$ cat config.mk
export PLATFORM = sky130hd
export DESIGN_NAME = line_intrusion_det
export DESIGN_NICKNAME = d
export VERILOG_FILES = /design/src/rtl/lid_pkg.sv /design/src/rtl/lid_timer.sv /design/src/rtl/lid_eval.sv /design/src/rtl/line_intrusion_det.sv
export SDC_FILE = /design/constraint.sdc
export NUM_CORES = 1
export LEC_CHECK = 0
export BUFFER_PORTS_ARGS = -buffer_cell sky130_fd_sc_hd__buf_2
export CAP_MARGIN = 20
export CORE_MARGIN = 2
export CORE_UTILIZATION = 55
export CTS_CLUSTER_SIZE = 10
export DETAILED_ROUTE_END_ITERATION = 10
export GPL_ROUTABILITY_DRIVEN = 1
export PLACE_DENSITY = 0.87
export SLEW_MARGIN = 5
export SYNTH_ARGS = -nofsm -noshare
export SYNTH_HDL_FRONTEND = slang
export SYNTH_HIERARCHICAL = 1
export SYNTH_SLANG_ARGS = --single-unit
$ cat constraint.sdc
create_clock -name clk -period 2.5 [get_ports clk]
set_input_delay 0.5 -clock clk [delete_from_list [all_inputs] [get_ports clk]]
set_output_delay 0.5 -clock clk [all_outputs]
set_load 0.1 [all_outputs]
$ cat src/rtl/lid_pkg.sv
package lid_pkg;
  localparam int SENSE_W = 5;
  localparam int THR_W   = 3;
  localparam int PER_W   = 7;
  localparam int SET_W   = 4;
  localparam int GAP_W   = SENSE_W + 2;

  typedef enum logic [1:0] {PH_IDLE, PH_SETTLE, PH_RUN} phase_t;

  // signed reference minus sample
  function automatic logic signed [GAP_W-1:0] level_gap(
      input logic [SENSE_W-1:0] refv, input logic [SENSE_W-1:0] smp);
    return $signed({2'b00, refv}) - $signed({2'b00, smp});
  endfunction

  function automatic logic gap_over(
      input logic signed [GAP_W-1:0] g, input logic [THR_W-1:0] thr);
    return int'(g) > int'(thr);
  endfunction

  function automatic logic gap_under(
      input logic signed [GAP_W-1:0] g, input logic [THR_W-1:0] thr);
    return int'(g) < int'(thr);
  endfunction

  // blocking window in whole units: 0,1,2,4
  function automatic int unsigned block_units(input logic [1:0] code);
    case (code)
      2'd0:    return 0;
      2'd1:    return 1;
      2'd2:    return 2;
      default: return 4;
    endcase
  endfunction
endpackage

$ cat src/rtl/lid_timer.sv
module lid_timer #(
  parameter int W = 13
) (
  input  logic         clk,
  input  logic         rst_n,
  input  logic         load,
  input  logic [W-1:0] load_val,
  input  logic         tick,
  output logic         busy,
  output logic         done
);
  logic [W-1:0] cnt;

  always_ff @(posedge clk or negedge rst_n) begin
    if (!rst_n)                  cnt <= '0;
    else if (load)               cnt <= load_val;
    else if (tick && cnt != '0)  cnt <= cnt - W'(1);
  end

  assign busy = (cnt != '0);
  assign done = tick && (cnt == W'(1));
endmodule

$ cat src/rtl/lid_eval.sv
module lid_eval
  import lid_pkg::*;
(
  input  logic               clk,
  input  logic               rst_n,
  input  logic               hist_clr,
  input  logic               early_cap,
  input  logic               samp_evt,
  input  logic               blocked,
  input  logic [SENSE_W-1:0] sense,
  input  logic [THR_W-1:0]   thr,
  input  logic               force_ref,
  input  logic               ref_wr,
  input  logic [SENSE_W-1:0] ref_wr_data,
  input  logic               det_clr,
  output logic [SENSE_W-1:0] ref_level,
  output logic               detect,
  output logic               hit,
  output logic               upd
);
  logic [SENSE_W-1:0]      prev;
  logic                    prev_ok;
  logic signed [GAP_W-1:0] gap_cur, gap_prev;
  logic                    cmp;

  assign gap_cur  = level_gap(ref_level, sense);
  assign gap_prev = level_gap(ref_level, prev);
  assign cmp      = samp_evt && prev_ok && !blocked;
  assign hit      = cmp && gap_over(gap_prev, thr) && gap_over(gap_cur, thr);
  assign upd      = cmp && (sense == prev) && gap_under(gap_cur, thr)
                    && !force_ref && !detect;

  always_ff @(posedge clk or negedge rst_n) begin
    if (!rst_n) begin
      ref_level <= '0;
      detect    <= 1'b0;
      prev      <= '0;
      prev_ok   <= 1'b0;
    end else begin
      if (ref_wr)   ref_level <= ref_wr_data;
      else if (upd) ref_level <= sense;

      if (hit)          detect <= 1'b1;
      else if (det_clr) detect <= 1'b0;

      if (hist_clr) begin
        prev_ok <= 1'b0;
      end else if (early_cap) begin
        prev    <= sense;
        prev_ok <= 1'b1;
      end else if (samp_evt) begin
        if (blocked) begin
          prev_ok <= 1'b0;
        end else begin
          prev    <= sense;
          prev_ok <= 1'b1;
        end
      end
    end
  end
endmodule

$ cat src/rtl/line_intrusion_det.sv
module line_intrusion_det
  import lid_pkg::*;
#(
  parameter int SETTLE_MS = 100,
  parameter int SAMPLE_MS = 40,
  parameter int BLOCK_MS  = 1000
) (
  input  logic               clk,
  input  logic               rst_n,
  input  logic               off_hook,
  input  logic               dial_start,
  input  logic               ms_tick,
  input  logic [SENSE_W-1:0] sense,
  input  logic [PER_W-1:0]   cfg_period,
  input  logic [SET_W-1:0]   cfg_settle,
  input  logic [THR_W-1:0]   cfg_thresh,
  input  logic               cfg_force,
  input  logic               cfg_int_en,
  input  logic               cfg_hangup_en,
  input  logic [1:0]         cfg_block,
  input  logic               ref_wr,
  input  logic [SENSE_W-1:0] ref_wr_data,
  input  logic               det_clr,
  output logic [SENSE_W-1:0] ref_level,
  output logic               detect,
  output logic               irq,
  output logic               hangup_req,
  output logic               line_in_use
);
  localparam int SMAX = (2**SET_W - 1) * SETTLE_MS;
  localparam int PMAX = (2**PER_W - 1) * SAMPLE_MS;
  localparam int BMAX = 4 * BLOCK_MS;
  localparam int M1   = (SMAX > PMAX) ? SMAX : PMAX;
  localparam int TMAX = (M1 > BMAX) ? M1 : BMAX;
  localparam int TW   = $clog2(TMAX + 1);

  phase_t       phase;
  logic         idle;
  logic         settle_busy, settle_done;
  logic         samp_busy, samp_done;
  logic         block_busy, block_done;
  logic         samp_evt, early_cap, hit, upd;
  logic [TW-1:0] settle_load, period_load, block_load;

  assign idle = (phase == PH_IDLE);

  assign settle_load = (cfg_settle == '0) ? TW'(1)
                       : TW'(cfg_settle) * TW'(SETTLE_MS);
  assign period_load = (cfg_period == '0) ? TW'(SAMPLE_MS)
                       : TW'(cfg_period) * TW'(SAMPLE_MS);
  assign block_load  = TW'(block_units(cfg_block)) * TW'(BLOCK_MS);

  assign samp_evt  = off_hook &&
                     (((phase == PH_SETTLE) && settle_done) ||
                      ((phase == PH_RUN) && samp_done));
  assign early_cap = idle && off_hook && (ref_level != '0);

  always_ff @(posedge clk or negedge rst_n) begin
    if (!rst_n) begin
      phase <= PH_IDLE;
    end else begin
      case (phase)
        PH_IDLE:   if (off_hook) phase <= PH_SETTLE;
        PH_SETTLE: if (!off_hook) phase <= PH_IDLE;
                   else if (settle_done) phase <= PH_RUN;
        default:   if (!off_hook) phase <= PH_IDLE;
      endcase
    end
  end

  lid_timer #(.W(TW)) u_settle (
    .clk(clk), .rst_n(rst_n),
    .load(idle || !off_hook),
    .load_val((idle && off_hook) ? settle_load : '0),
    .tick(ms_tick), .busy(settle_busy), .done(settle_done)
  );

  lid_timer #(.W(TW)) u_sample (
    .clk(clk), .rst_n(rst_n),
    .load(samp_evt || idle || !off_hook),
    .load_val(samp_evt ? period_load : '0),
    .tick(ms_tick), .busy(samp_busy), .done(samp_done)
  );

  lid_timer #(.W(TW)) u_block (
    .clk(clk), .rst_n(rst_n),
    .load(!off_hook || (dial_start && !idle)),
    .load_val(off_hook ? block_load : '0),
    .tick(ms_tick), .busy(block_busy), .done(block_done)
  );

  lid_eval u_eval (
    .clk(clk), .rst_n(rst_n),
    .hist_clr(!off_hook), .early_cap(early_cap), .samp_evt(samp_evt),
    .blocked(block_busy), .sense(sense), .thr(cfg_thresh),
    .force_ref(cfg_force), .ref_wr(ref_wr), .ref_wr_data(ref_wr_data),
    .det_clr(det_clr), .ref_level(ref_level), .detect(detect),
    .hit(hit), .upd(upd)
  );

  always_ff @(posedge clk or negedge rst_n) begin
    if (!rst_n) hangup_req <= 1'b0;
    else        hangup_req <= hit && !detect && cfg_hangup_en;
  end

  assign irq         = detect && cfg_int_en;
  assign line_in_use = detect && cfg_hangup_en;
endmodule

-- Yosys cells after proc, flatten, opt, wreduce, memory -nomap -nowiden
Index checks and enable logic that the tools add are counted.
- reduce and logical (&&, ||, !) cells: 49
- equal/unequal tests: 12
- magnitude comparators: 3
- add/subtract/negate cells: 5
- multiply operators: 3
- multiplexer cells: 28
- operator list (cell ; count):
    $mux 13 ; 9
    $reduce_bool 13->1 ; 3
    $sub 13x1->13 const B ; 3
    $eq 13x1->1 const B ; 2
    $mux 5 ; 5
    $logic_and 1x1->1 ; 23
    $mux 11 ; 2
    $mul 13x7->10 const B ; 1
    $gt 6x4->1 ; 2
    $reduce_bool 2->1 ; 6
    $sub 5x5->6 ; 2
    $mul 7x3->10 const B ; 1
    $mul 4x5->9 const B ; 1
    $pmux 3 s3 ; 1
    $mux 2 ; 4
    $logic_not 7->1 ; 1
    $lt 6x4->1 ; 1
    $mux 1 ; 6
    $ne 3x1->1 const B ; 2
    $reduce_and 3->1 ; 2
    $eq 5x5->1 ; 1
    $logic_not 1->1 ; 5
    $logic_or 1x1->1 ; 5
    $reduce_bool 5->1 ; 1
    7 further kinds ; 11
- input bits: 36
- output and inout bits: 9
- word-level logic and storage cells: 109
- bits in registers: 54

-- Longest topological paths before layout
- word-level depth: 13
- depth in mapped cells: 13
- mapped depth without buffers: 13

-- Cells and area by module
The synthesis kept the hierarchy.
- by module, submodules not included (module ; area each (µm²) ; sequential area each (µm²) ; instances ; cells an instance):
    lid_timer ; 929.6 ; 325.3 ; 3 ; 108
    lid_eval ; 1159.9 ; 300.3 ; 1 ; 133
    line_intrusion_det ; 1024.7 ; 75.1 ; 1 ; 131

-- Least setup slack after synthesis
OpenSTA, ideal clock, no wires.
- path type: register to register
- from: reg u_eval.ref_level[0]
- to: reg u_eval.ref_level[0]
- stages on the path, launching flop included: 11
- arrival time: 3.319 ns
- path slack: -0.923 ns
- library setup time: 0.104 ns
- cell sequence: dfrtp_1 > inv_1 > ha_1 > inv_1 > fa_1 > ha_1 > a21o_1 > a21oi_1 > a22oi_2 > or4_4 > o311ai_1
- longest elaborated chain between the ends: 6
- RTL lines (element ; RTL line ; RTL):
    from (decl) ; lid_eval.sv:16 ; output logic [SENSE_W-1:0] ref_level,
    from (signal assigned) ; lid_eval.sv:40 ; if (ref_wr) ref_level <= ref_wr_data;
    from (signal assigned) ; lid_eval.sv:41 ; else if (upd) ref_level <= sense;
    $sub 5x5->6 ; lid_pkg.sv:13 ; return $signed({2'b00, refv}) - $signed({2'b00, smp});
    $lt 6x4->1 ; lid_pkg.sv:23 ; return int'(g) < int'(thr);
    $logic_and 1x1->1 ; lid_eval.sv:30 ; assign upd = cmp && (sense == prev) && gap_under(gap_cur, thr)
    $logic_and 1x1->1 (2 in a row) ; lid_eval.sv:31 ; && !force_ref && !detect;
    $reduce_bool 2->1 (no line) ; n/a ;
Every way passes these cells.
A chain may end at the register's enable or synchronous reset.

-- Final worst setup path
- from: reg u_eval.ref_level[0]
- to: reg u_eval.ref_level[1]
Same word-level chain as after synthesis.

==> impl_metrics.py <==
metrics = {
    "status": {
        "outcome": "finished with violations",
        "violations": "setup timing",
    },
    "run": {
        "drv_cap": 0,
    },
    "finish": {
        "diodes": 0,
        "syn_to_final_growth_pct": 24.91,
        "drive_gt1_share_pct": 27.21,
        "final_common_cell": "buf_4",
        "seqCellArea_um2": 1361,
        "multi_input_area_um2": 3468,
        "nets": 804,
        "fillers": 626,
        "post-route-cell-area_um2": 6175,
        "fin_cells": 821,
        "layout_common_cells": "buf_4, nand2_1, inv_1",
    },
    "grt": {
        "grt-ovfl-total": 0,
        "antenna_found_initial": 0,
        "gr-usage-all-layers_pct": 25.81,
        "grt_pass1_vias": 4825,
        "grt_pass1_wl_mm": 20.97,
        "grt_max_degree": 42,
    },
    "sta": {
        "setup_viol": 7,
        "fin_ws_ns": -0.3476,
        "fin_skew_ns": 0.01099,
        "fin_crit_ns": 2.848,
        "grt_setup_unrepaired": "yes",
        "fin_crit_sh_pct": 113.9,
        "finalHoldViolations": 0,
        "slew_viol_final": 0,
        "maxClockFrequency_mhz": 351.2,
        "max-slew-margin-rel_pct": 49.73,
        "tns_ns": -1.869,
        "tightestPinTransition_ns": 0.7505,
    },
    "worst_setup_path": {
        "path_cells": "inv_4, ha_4, inv_2, fa_1, ha_1, a21o_1, a21oi_2, a22oi_2, or4_4, o311ai_4",
        "arrival_ns": 3.07,
        "r2r_start": "u_eval/ref_level[0]$_DFFE_PN0P_",
        "rrSetupSlack_ns": -0.35,
        "r2r_cells": 10,
        "path_delay_family": "adder cells",
        "timing.rr.end": "u_eval/ref_level[1]$_DFFE_PN0P_",
        "critPathSlowestCell": "dfrtp_4",
        "worstSetupPathType": "reg -> reg",
        "cp.depth": 10,
        "critPathMaxFanout": 5,
        "crit_path_start": "u_eval/ref_level[0]$_DFFE_PN0P_",
        "slowest_delay_ns": 0.51,
        "cp_num_buf_inv": 2,
        "start_kind": "register",
        "worst_setup_path_end_kind": "register",
        "required_ns": 2.72,
    },
    "synthesis": {
        "postSynthAreaPerCell_um2": 8.465,
        "synth-warning-count": 6,
        "syn_area_um2": 4943,
        "synth_cells": 584,
    },
    "route": {
        "wire_per_inst_um": 15.41,
        "num_vias": 4823,
        "final_antenna_net_count": 0,
        "wl_met1_mm": 5.309,
        "drt_iter0_drc": 218,
        "first_pass_iters": 6,
        "drc": 0,
        "routed_wl_mm": 12.66,
        "viasPerCell": 5.875,
        "wl_met2_mm": 6.485,
        "routed-wl-met3_um": 450,
        "top_layer": "met4",
    },
    "pwr": {
        "power_density_nw_per_um2": 474.5,
        "p_leak_uw": 0.002961,
        "total_power_uw": 2930,
        "max-vdd-ir-drop_uv": 278.0,
    },
    "cts": {
        "root_buffer": "clkbuf_8",
        "numClockSinks": 54,
        "clkLatencyLatePin_ns": 0.31,
        "h-tree-depth": 2,
        "cts_hold_buf": 0,
        "cts_made_buffers": 5,
        "clkTransAtPathRegs_ns": 0.10,
        "cts_tree": "yes",
        "clk_path_buf_depth": 2,
    },
    "die": {
        "io_pins": 45,
        "core_um2": 8721,
        "initial_core_util_pct": 56.69,
        "row_count": 34,
        "die_w_um": 98.81,
        "die_area_um2": 9762,
        "die_h_um": 98.81,
    },
    "place": {
        "port_buffers": 44,
        "place_ws_ns": -0.3847,
        "gp_congestion": 0.9565,
        "placed_cell_area_um2": 5939,
        "dp.final_hpwl_mm": 9.840,
        "placedCellCount": 811,
    },
    "hold_path": {
        "hold_class": "in -> async",
    },
}
per-layer routing:
layer | up-vias | track usage (%)
met5 | - | 0
met4 | 0 | 9.905
met3 | 37 | 2.553
met2 | 147 | 47.25
met1 | 2302 | 31.09
li1 | 2337 | -
power breakdown:
group | switching (µW) | total [µW] | internal (µW)
Combinational | 696 | 1280 | 584
Clock | 296 | 595 | 299
Sequential | 97.5 | 1060 | 958
Total | 1090 | 2930 | 1840
area by class of cell:
type	count	share of cell area, %
Timing Repair Buffer	130	14.43
Multi-Input combinational cell	466	56.17
Sequential cell	54	22.05
Inverter	55	3.384
Clock inverter	2	0.6079
Tap cell	108	2.188
Clock buffer	6	1.175
through the flow:
step / util, % / hold WS, ns
3_5_place_dp: 68.11 / 0.4236
5_1_grt: 70.80 / 0.07986
6_report: 70.80 / 0.07706
2_1_floorplan: - / 0.2044
4_1_cts: 70.00 / 0.08449
3_3_place_gp: 68.11 / 0.4255
registers in the layout, summed over array words and instances, names as in the netlist:
signal and flops:
u_block/cnt 13, u_sample/cnt 13, u_settle/cnt 13, u_eval/prev 5
u_eval/ref_level 5, phase 2, hangup_req 1, u_eval/detect 1
u_eval/prev_ok 1
worst register-to-register path: stages (launching register included):
cell      delay, ns
dfrtp_4        0.51
inv_4          0.07
ha_4           0.13
inv_2          0.04
fa_1           0.44
ha_1           0.31
a21o_1         0.19
a21oi_2        0.18
a22oi_2        0.11
or4_4          0.50
o311ai_4       0.27
how the worst max path moves through the flow:
stage                                            endpoint  slack (ns)
after global placement    u_eval/ref_level[1]$_DFFE_PN0P_       -0.30
after global routing      u_eval/ref_level[1]$_DFFE_PN0P_       -0.41
final                     u_eval/ref_level[1]$_DFFE_PN0P_       -0.35
after detailed placement  u_eval/ref_level[1]$_DFFE_PN0P_       -0.38
after floorplan           u_eval/ref_level[1]$_DFFE_PN0P_       -0.32
after CTS                 u_eval/ref_level[1]$_DFFE_PN0P_       -0.31
what timing repair did:
item,4_1_cts,5_1_grt
buffers inserted,1,2
gates resized for setup,11,12
pin swaps,4,8
endpoints found under the setup margin,13,14
Note: power is estimated with default switching activity, not from simulation.
